--- src/rtl/eic_pkg.sv ---
// Shared types and field positions for the external interrupt front end.
// Assumes one control register per line with priority and two edge modes.
package eic_pkg;

    // Edge selection: bit 1 picks rising edges, bit 0 picks falling edges.
    typedef enum logic [1:0] {
        EDGE_OFF  = 2'b00,
        EDGE_FALL = 2'b01,
        EDGE_RISE = 2'b10,
        EDGE_BOTH = 2'b11
    } edge_mode_e;

    localparam int CFG_W        = 6;
    localparam int PRIO_W       = 2;
    localparam int PRIO_LSB     = 0;
    localparam int MODE_A_LSB   = 2;
    localparam int MODE_W       = 2;
    localparam int PINS_PER_LINE = 2;

endpackage

--- src/rtl/eic_sync.sv ---
// Multi-flop synchroniser for one asynchronous pin.
// Assumes STAGES >= 2; output is the last stage.
module eic_sync #(
    parameter int STAGES = 2
) (
    input  logic clk,
    input  logic rst_n,
    input  logic d_i,
    output logic q_o
);
    logic [STAGES-1:0] st_q;

    // Shift the pin level through the synchroniser chain.
    always_ff @(posedge clk) begin
        if (!rst_n) st_q <= '0;
        else        st_q <= {st_q[STAGES-2:0], d_i};
    end

    assign q_o = st_q[STAGES-1];
endmodule

--- src/rtl/eic_qual.sv ---
// Glitch filter: accepts a new synchronised level only after it has been
// seen on QUAL_CYCLES consecutive clocks, and emits one-cycle rise/fall
// pulses when the accepted level changes. Assumes QUAL_CYCLES >= 3 for
// the embedded checks.
module eic_qual #(
    parameter int QUAL_CYCLES = 3
) (
    input  logic clk,
    input  logic rst_n,
    input  logic s_i,
    output logic rise_o,
    output logic fall_o
);
    localparam int CW = $clog2(QUAL_CYCLES + 1);

    logic          level_q;
    logic [CW-1:0] cnt_q;
    logic          rise_q, fall_q;

    // Count clocks of disagreement and accept the new level at the limit.
    always_ff @(posedge clk) begin
        if (!rst_n) begin
            level_q <= 1'b0;
            cnt_q   <= '0;
            rise_q  <= 1'b0;
            fall_q  <= 1'b0;
        end else begin
            rise_q <= 1'b0;
            fall_q <= 1'b0;
            if (s_i == level_q) begin
                cnt_q <= '0;
            end else if (cnt_q == CW'(QUAL_CYCLES - 1)) begin
                level_q <= s_i;
                cnt_q   <= '0;
                rise_q  <= s_i;
                fall_q  <= !s_i;
            end else begin
                cnt_q <= cnt_q + 1'b1;
            end
        end
    end

    assign rise_o = rise_q;
    assign fall_o = fall_q;

    // an accepted rise needs the input high on the last three samples
    a_r3_rise_qualified: assert property (@(posedge clk) disable iff (!rst_n)
        $rose(level_q) |-> ($past(s_i) && $past(s_i, 2) && $past(s_i, 3)));
    // an accepted fall needs the input low on the last three samples
    a_r3_fall_qualified: assert property (@(posedge clk) disable iff (!rst_n)
        $fell(level_q) |-> (!$past(s_i) && !$past(s_i, 2) && !$past(s_i, 3)));
endmodule

--- src/rtl/eic_catch.sv ---
// Edge catcher for one pin: latches a qualified edge of the selected kind,
// is cleared by an acknowledge of its line (a same-cycle edge wins), and
// is cleared while its mode is off.
module eic_catch
    import eic_pkg::*;
(
    input  logic       clk,
    input  logic       rst_n,
    input  edge_mode_e mode_i,
    input  logic       rise_i,
    input  logic       fall_i,
    input  logic       ack_i,
    output logic       latched_o
);
    logic lat_q;
    logic hit;

    // Select the edge kinds the mode asks for.
    always_comb hit = (rise_i && mode_i[1]) || (fall_i && mode_i[0]);

    // Latch state: mode off clears, a hit sets, an acknowledge clears.
    always_ff @(posedge clk) begin
        if (!rst_n)                 lat_q <= 1'b0;
        else if (mode_i == EDGE_OFF) lat_q <= 1'b0;
        else if (hit)               lat_q <= 1'b1;
        else if (ack_i)             lat_q <= 1'b0;
    end

    assign latched_o = lat_q;

    // the latch drops only through an acknowledge or a disabled mode
    a_r7_clear_source: assert property (@(posedge clk) disable iff (!rst_n)
        $fell(lat_q) |-> ($past(ack_i) || ($past(mode_i) == EDGE_OFF)));
    // a selected edge is latched even with a simultaneous acknowledge
    a_r8_edge_kept: assert property (@(posedge clk) disable iff (!rst_n)
        (((rise_i && mode_i[1]) || (fall_i && mode_i[0])) && ack_i) |=> lat_q);
    // a disabled mode leaves the catcher empty on the next cycle
    a_r9_off_clears: assert property (@(posedge clk) disable iff (!rst_n)
        (mode_i == EDGE_OFF) |=> !lat_q);
endmodule

--- src/rtl/eic_arb.sv ---
// Fixed-priority arbiter across lines: highest priority wins, ties go to
// the higher-numbered line. Assumes requests only carry non-zero priority.
module eic_arb #(
    parameter int NUM_LINES = 2,
    parameter int PRIO_W    = 2,
    parameter int LW        = 1
) (
    input  logic [NUM_LINES-1:0]        req_i,
    input  logic [NUM_LINES*PRIO_W-1:0] prio_i,
    output logic                        valid_o,
    output logic [LW-1:0]               line_o,
    output logic [PRIO_W-1:0]           prio_o
);
    // Scan upward; >= makes a later (higher) line win a tie.
    always_comb begin
        valid_o = 1'b0;
        line_o  = '0;
        prio_o  = '0;
        for (int l = 0; l < NUM_LINES; l++) begin
            if (req_i[l] && (prio_i[l*PRIO_W +: PRIO_W] >= prio_o)) begin
                valid_o = 1'b1;
                line_o  = LW'(l);
                prio_o  = prio_i[l*PRIO_W +: PRIO_W];
            end
        end
    end
endmodule

--- src/rtl/ext_irq_front.sv ---
// External interrupt front end: per-line control registers, per-pin
// synchroniser, qualifier and catcher, per-line request gating, and
// arbitration. Assumes NUM_LINES >= 2 and two pins per line.
module ext_irq_front
    import eic_pkg::*;
#(
    parameter int NUM_LINES   = 2,
    parameter int SYNC_STAGES = 2,
    parameter int QUAL_CYCLES = 3,
    parameter int LW          = $clog2(NUM_LINES),
    parameter int NP          = NUM_LINES * PINS_PER_LINE
) (
    input  logic                        clk,
    input  logic                        rst_n,
    input  logic [NP-1:0]               pins_i,
    input  logic                        cfg_we_i,
    input  logic [LW-1:0]               cfg_line_i,
    input  logic [CFG_W-1:0]            cfg_wdata_i,
    input  logic                        ack_i,
    input  logic [LW-1:0]               ack_line_i,
    output logic [NUM_LINES-1:0]        req_o,
    output logic [NUM_LINES*PRIO_W-1:0] req_prio_o,
    output logic                        top_valid_o,
    output logic [LW-1:0]               top_line_o,
    output logic [PRIO_W-1:0]           top_prio_o
);
    logic [PRIO_W-1:0] prio_q [NUM_LINES];
    edge_mode_e        mode_q [NP];
    logic [NP-1:0]     lat;

    for (genvar l = 0; l < NUM_LINES; l++) begin : g_line
        logic wr_hit;
        logic ack_hit;
        assign wr_hit  = cfg_we_i && (cfg_line_i == LW'(l));
        assign ack_hit = ack_i && (ack_line_i == LW'(l));

        // Priority field of this line's control register.
        always_ff @(posedge clk) begin
            if (!rst_n)      prio_q[l] <= '0;
            else if (wr_hit) prio_q[l] <= cfg_wdata_i[PRIO_LSB +: PRIO_W];
        end

        for (genvar p = 0; p < PINS_PER_LINE; p++) begin : g_pin
            localparam int PI  = l * PINS_PER_LINE + p;
            localparam int LSB = MODE_A_LSB + p * MODE_W;
            logic s, rise, fall;

            // Edge mode field for this pin.
            always_ff @(posedge clk) begin
                if (!rst_n)      mode_q[PI] <= EDGE_OFF;
                else if (wr_hit) mode_q[PI] <= edge_mode_e'(cfg_wdata_i[LSB +: MODE_W]);
            end

            eic_sync #(.STAGES(SYNC_STAGES)) u_sync (
                .clk(clk), .rst_n(rst_n), .d_i(pins_i[PI]), .q_o(s));

            eic_qual #(.QUAL_CYCLES(QUAL_CYCLES)) u_qual (
                .clk(clk), .rst_n(rst_n), .s_i(s), .rise_o(rise), .fall_o(fall));

            eic_catch u_catch (
                .clk(clk), .rst_n(rst_n), .mode_i(mode_q[PI]),
                .rise_i(rise), .fall_i(fall), .ack_i(ack_hit),
                .latched_o(lat[PI]));
        end

        // Line request: any latched catcher, gated by a non-zero priority.
        assign req_o[l] = (|lat[l*PINS_PER_LINE +: PINS_PER_LINE]) && (prio_q[l] != '0);
        assign req_prio_o[l*PRIO_W +: PRIO_W] = prio_q[l];

        // a disabled line never requests
        a_r4_prio_gate: assert property (@(posedge clk) disable iff (!rst_n)
            (prio_q[l] == '0) |-> !req_o[l]);
        // a requesting line never outranks the reported winner
        a_r10_not_above: assert property (@(posedge clk) disable iff (!rst_n)
            req_o[l] |-> (top_valid_o && (prio_q[l] <= top_prio_o)));
        // a higher line with equal priority cannot lose
        a_r10_tie_high: assert property (@(posedge clk) disable iff (!rst_n)
            (req_o[l] && (LW'(l) > top_line_o)) |-> (prio_q[l] < top_prio_o));
    end

    eic_arb #(.NUM_LINES(NUM_LINES), .PRIO_W(PRIO_W), .LW(LW)) u_arb (
        .req_i(req_o), .prio_i(req_prio_o),
        .valid_o(top_valid_o), .line_o(top_line_o), .prio_o(top_prio_o));

    // the winner line is itself requesting at the reported priority
    a_r10_winner_real: assert property (@(posedge clk) disable iff (!rst_n)
        top_valid_o |-> (req_o[top_line_o] && (prio_q[top_line_o] == top_prio_o)));
    // nothing requests in the cycle after a reset
    a_r11_reset_idle: assert property (@(posedge clk)
        !rst_n |=> (req_o == '0));
endmodule

--- config.mk ---
export PLATFORM = sky130hd
export DESIGN_NAME = ext_irq_front
export DESIGN_NICKNAME = d
export VERILOG_FILES = /design/src/rtl/eic_pkg.sv /design/src/rtl/eic_sync.sv /design/src/rtl/eic_qual.sv /design/src/rtl/eic_catch.sv /design/src/rtl/eic_arb.sv /design/src/rtl/ext_irq_front.sv
export SDC_FILE = /design/constraint.sdc
export NUM_CORES = 1
export LEC_CHECK = 0
export ABC_AREA = 1
export BUFFER_PORTS_ARGS = -buffer_cell sky130_fd_sc_hd__buf_2
export CAP_MARGIN = 5
export CORE_MARGIN = 2
export CORE_UTILIZATION = 35
export DETAILED_ROUTE_END_ITERATION = 12
export PLACE_DENSITY = 0.63
export SLEW_MARGIN = 5
export SYNTH_ARGS = -nofsm -noshare
export SYNTH_HDL_FRONTEND = slang
export SYNTH_SLANG_ARGS = --single-unit
--- constraint.sdc ---
create_clock -name clk -period 1.6 [get_ports clk]
set_input_delay 0.08 -clock clk [delete_from_list [all_inputs] [get_ports clk]]
set_output_delay 0.08 -clock clk [all_outputs]
set_load 0.01 [all_outputs]
# --- Word level (Yosys, flattened, before mapping) ---
# Memory sizes are Yosys's and may differ from the RTL's.
# Index checks and enable logic that the tools add are counted.
classes:
  shifts: 0
  bitwise_logic: 17
  div_mod_pow: 0
  order_cmp: 2
  add_sub_neg: 4
  n_eq_ne: 8
  n_mux: 24
  n_reduce_logical: 52
  multipliers: 0
ops:
  columns: ["operator", "count"]
  rows:
  - ["$reduce_or 3->1", 8]
  - ["$logic_and 1x1->1", 16]
  - ["$mux 1", 16]
  - ["$mux 2", 8]
  - ["$reduce_bool 2->1", 6]
  - ["$reduce_or 2->1", 6]
  - ["$not 1->1", 11]
  - ["$add 2x1->2 const B", 4]
  - ["$eq 2x2->1 const B", 4]
  - ["$logic_not 2->1", 4]
  - ["$reduce_and 2->1", 4]
  - ["$or 1x1->1", 6]
  - ["$eq 1x1->1", 4]
  - ["$logic_not 1->1", 4]
  - ["$logic_or 1x1->1", 4]
  - ["$ge 2x1->1 const B", 1]
  - ["$ge 2x2->1", 1]
totals:
  mem_bits_rw: 12
  elab_cells: 133
  ff_bits: 32
  n_memories: 2
  rom_bits: 0
  inputBits: 16
  latch_bits: 0
memory_table:
  columns: ["memory", "depth", "word_bits", "rd", "rd_ports_with_merged_regs", "write_ports", "line", "source"]
  rows:
  - ["mode_q", 4, 2, 4, 0, 4, "ext_irq_front.sv:28", "edge_mode_e mode_q [NP];"]
  - ["prio_q", 2, 2, 2, 0, 2, "ext_irq_front.sv:27", "logic [PRIO_W-1:0] prio_q [NUM_LINES];"]

# --- Longest topological paths before layout ---
logic_depth:
  word_depth: 7
  ltp_mapped: 9
  depth_no_buf: 9

# --- Modules after synthesis ---
# Synthesis repeated with hierarchy kept, for this count alone.
hier_totals:
  cells_unflattened: 216
  area_unflattened_um2: 1795.5
modules_own_cells:
  columns: ["module", "seq_area_each_um2", "area_per_inst_um2", "n_inst", "cells_per_inst"]
  rows:
  - ["eic_qual", 100.1, 181.4, 4, 20]
  - ["ext_irq_front", 360.3, 503.0, 1, 46]
  - ["eic_catch", 20.0, 58.8, 4, 11]
  - ["eic_sync", 40.0, 55.1, 4, 6]
  - ["eic_arb", 0.0, 111.4, 1, 22]

# --- Worst setup path before layout ---
# Ideal clock, no wire load.
synth_timing:
  path_type: "register -> output"
  startpoint: "memory prio_q[0][1]"
  endpoint: "output top_valid_o"
  arrival_ps: 1310
  path_slack_ps: 210
  required_time_ps: 1520
  stages_incl_launch_ff: 9
  path_cell_list: "edfxtp_1 -> inv_1 -> nor2_1 -> inv_1 -> ha_1 -> nand2_1 -> nand3_1 -> nand2_1 -> o21ai_0"
synth_lines:
  columns: ["item", "line", "source"]
  rows:
  - ["from (decl)", "ext_irq_front.sv:27", null]
  - ["to (decl)", "ext_irq_front.sv:23", "output logic top_valid_o,"]

# --- Worst setup path after layout ---
layout_timing:
  startpoint: "register g_line[0].g_pin[0].u_catch.lat_q"
  endpoint: "output top_prio_o[1]"
layout_via:
  elab_chain_cells: 7
layout_rtl:
  columns: ["item", "line", "source"]
  rows:
  - ["from (decl)", "eic_catch.sv:15", "logic lat_q;"]
  - ["from (signal assigned)", "eic_catch.sv:23", "if (!rst_n) lat_q <= 1'b0;"]
  - ["from (signal assigned)", "eic_catch.sv:24", "else if (mode_i == EDGE_OFF) lat_q <= 1'b0;"]
  - ["from (signal assigned)", "eic_catch.sv:25", "else if (hit) lat_q <= 1'b1;"]
  - ["$reduce_or 2->1 *", "ext_irq_front.sv:67", "assign req_o[l] = (|lat[l*PINS_PER_LINE +: PINS_PER_LINE]) && (prio_q[l] != '0);"]
  - ["$logic_and 1x1->1 *", "ext_irq_front.sv:67", null]
  - ["$logic_and 1x1->1 *", "eic_arb.sv:20", "if (req_i[l] && (prio_i[l*PRIO_W +: PRIO_W] >= prio_o)) begin"]
  - ["$mux 2 *", "eic_arb.sv:20", null]
  - ["$ge 2x2->1", "eic_arb.sv:20", null]
  - ["$logic_and 1x1->1", "eic_arb.sv:20", null]
  - ["$mux 2 *", "eic_arb.sv:20", null]
  - ["to (decl)", "ext_irq_front.sv:25", "output logic [PRIO_W-1:0] top_prio_o"]
# Mark *: on every way between the ends. The rest lies on a longest branch, timed or not.

==> impl_results.md <==
* Outcome: finished, violations left
* Failing checks: setup timing
* Register Area at 1003 µm²
* DRC Markers at 0
* Async S/R FF share, synth at 0%
* Wirelength, routed at 2939 µm
* Final Core Density at 45.65%
* Crit. End Element: output pin
* Share of the yosys chip area belonging to registers at 56.62%
* Hold crit path type: primary input to flip-flop
* Worst r2r path cells at 5
* Die Y at 75.07 µm
* Area Growth Syn to Fin at 23.57%
* Placed instance count at 284
* Clock Pin Slew Worst Setup and Hold Paths at 0.07 ns
* Final net count at 252
* Number of global-route vias before repair at 1197
* Port Buf Inserts at 25
* Worst Path Required at 1.52 ns
* Post-DP Area at 1958 µm²
* CTS tree: built
* Syn Area/Cell at 9.113 µm²
* RSZ-0062 raised after global routing: true
* Synth Register Bits at 44
* Remaining Overflow, GRT at 0
* Worst Path Arrival at 1.61 ns
* Max-slew violation count at 0
* Final period util at 105.7%
* Pre-CTS setup slack at 0.1040 ns
* Slew margin rel. at 42.41%
* Worst-Margin Slew at 0.8548 ns
* Synth Net Count at 216
* Final worst slack at -0.09194 ns
* Initial core utilization at 36.94%
* Worst clock skew at 0.002739 ns
* Top-count cell post-synth: inv_1
* Crit-path max FO at 4
* Width of the die at 75.07 µm
* Ys Warns at 0
* Peak VDD IR at 0.5171 mV
* Multi-input logic area at 650.6 µm²
* Post-synth top flop: dfxtp_1
* Top cell type's share of synthesized area at 36.23%
* Placeable core area at 4786 µm²
* Post-Layout Cell Count at 298
* Slowest stage cell, crit path: dfxtp_2
* Post-synthesis cell area at 1768 µm²
* Clock tree buffer depth at 2
* Largest net degree at the start of global routing at 14
* Initial DRC Count at 36
* DP Wirelength at 2093 µm
* Fmax at 0.5910 GHz
* CTS sink cnt at 44
* Max Cap Violations at 0
* Antenna-violating nets left at 0
* Num CTS Buffers at 5
* Vias at 1252
* Htree depth at 2
* Final Total Pwr at 2.094 mW
* Yosys top cell by area: dfxtp_1
* Startpoint type of the worst setup path: flip-flop
* All-Layer GR Usage at 11.55%
* Antenna cells at 0
* I/O pins at 26
* Die area at 5636 µm²
* Pre-Repair DR Iteration Count at 6
* Routability cong. at 0.6452
* EDFF count, synth at 12
* Endpoints failing setup at 4
* Crit-path cells: nor2_4 > nor2_4 > inv_2 > ha_4 > nand2_2 > nand3_2 > nand2_2 > nand2_1 > nand2_1 > buf_2
* Max stage delay on crit path at 0.34 ns
* WS Path Type: flip-flop to output pin
* DR vias/cell at 4.201
* Area contributors post-synth: dfxtp_1 36%, edfxtp_1 20%, inv_1 7.6%
* Layout fillers at 475
* Leak Pwr at 0.9546 nW
* Worst-Skew Late Latency at 0.29 ns
* Routed length per instance at 9.862 µm
* Layout cells sized above 1 at 26.84%
* CTS root buf: clkbuf_8
* Hold_ws at 0.1068 ns
* Initial antenna violation count at 0
* Num rows at 25
* Hold Crit Depth at 3
* Final hold vios at 0
* PD cells at 958.5 nW/µm²
* Synth cell types at 20
* Post-layout min period at 1.692 ns
* Post-synth top cells: 36 x inv_1, 33 x nand2_1, 32 x dfxtp_1
* Setup tns final at -0.2843 ns
* Global-route wire length before repair at 4816 µm
* Final instance area at 2185 µm²
* Synth Instances at 194
[power breakdown]
part / internal [mW] / switching [mW]
Clock: 0.400 / 0.345
Combinational: 0.0581 / 0.0834
Sequential: 1.18 / 0.0244
Total: 1.64 / 0.453
[cell usage in the layout, fill, tap and decap left out, types with 4 or more instances in the layout]
cell / netlist / layout
nand2_1: 33 / 30
inv_2: 4 / 5
clkbuf_8: 0 / 5
a21oi_1: 6 / 6
a31oi_1: 4 / 4
dlygate4sd3_1: 0 / 4
edfxtp_1: 12 / 12
o21ai_0: 4 / 4
nor4_2: 7 / 7
inv_1: 36 / 35
nand3_1: 6 / 5
o21ai_1: 6 / 6
buf_2: 0 / 24
dfxtp_1: 32 / 30
ha_1: 6 / 4
nor2_1: 29 / 26
[worst paths after layout]
check	from	to	slack (ns)
max	g_line[0].g_pin[0].u_catch.latched_o	top_prio_o[1]	-0.09
min	cfg_wdata_i[5]	mode_q[3][1]	0.11
max reg2reg	g_line[1].g_pin[0].u_qual.cnt_q[0]	g_line[1].g_pin[0].u_qual.cnt_q[1]	0.61
min reg2reg	g_line[1].g_pin[1].u_qual.cnt_q[0]	g_line[1].g_pin[1].u_qual.cnt_q[0]	0.41
[kinds of logic after synthesis]
family | share of synthesized area [%]
adders and majority gates | 4.246
and+or+nand+nor | 22.15
buffers and inverters | 9.978
AOI/OAI and AO/OA | 5.945
xor gates and xnor gates | 0.4955
DFF | 56.62
muxes | 0.5662
[critical path, delay by kind of cell (launching register included)]
kind	cells	cell delay [ns]
simple gates	7	0.61
buf+inv	2	0.18
flops	1	0.34
fa+ha+maj	1	0.20
[area by class of cell]
cell class                      instances  share of cell area, %
Inverter                               40                  6.873
Clock inverter                          1                 0.2291
Tap cell                               67                  3.837
Timing Repair Buffer                   32                  8.877
Multi-Input combinational cell        107                  29.78
Clock buffer                            7                  4.467
Sequential cell                        44                  45.93
[sequential cells by signal (all words and copies together), names as in the netlist]
signal                          count
g_line.g_pin.u_qual.level_q         4
g_line.g_pin.u_qual.cnt_q           8
g_line.g_pin.u_qual.rise_o          4
g_line.g_pin.u_qual.fall_o          4
g_line.g_pin.u_sync.st_q            8
g_line.g_pin.u_catch.latched_o      4
prio_q                              4
mode_q                              8
[repair_timing]
item,CTS,global route
hold buffers,4,0
hold endpoints to repair,4,0
pin swaps,6,4
buffers inserted,2,0
resized for setup,11,5
endpoints found under the setup margin,4,4
[layer usage]
layer	track usage [%]	part of all wire [%]	up-vias
li1	-	-	679
met1	13.85	50	538
met2	18.91	42	31
met3	3.614	5.2	4
met4	5.357	1.9	0
met5	0	0	-
No activity file was read; power rests on OpenSTA's default activity.
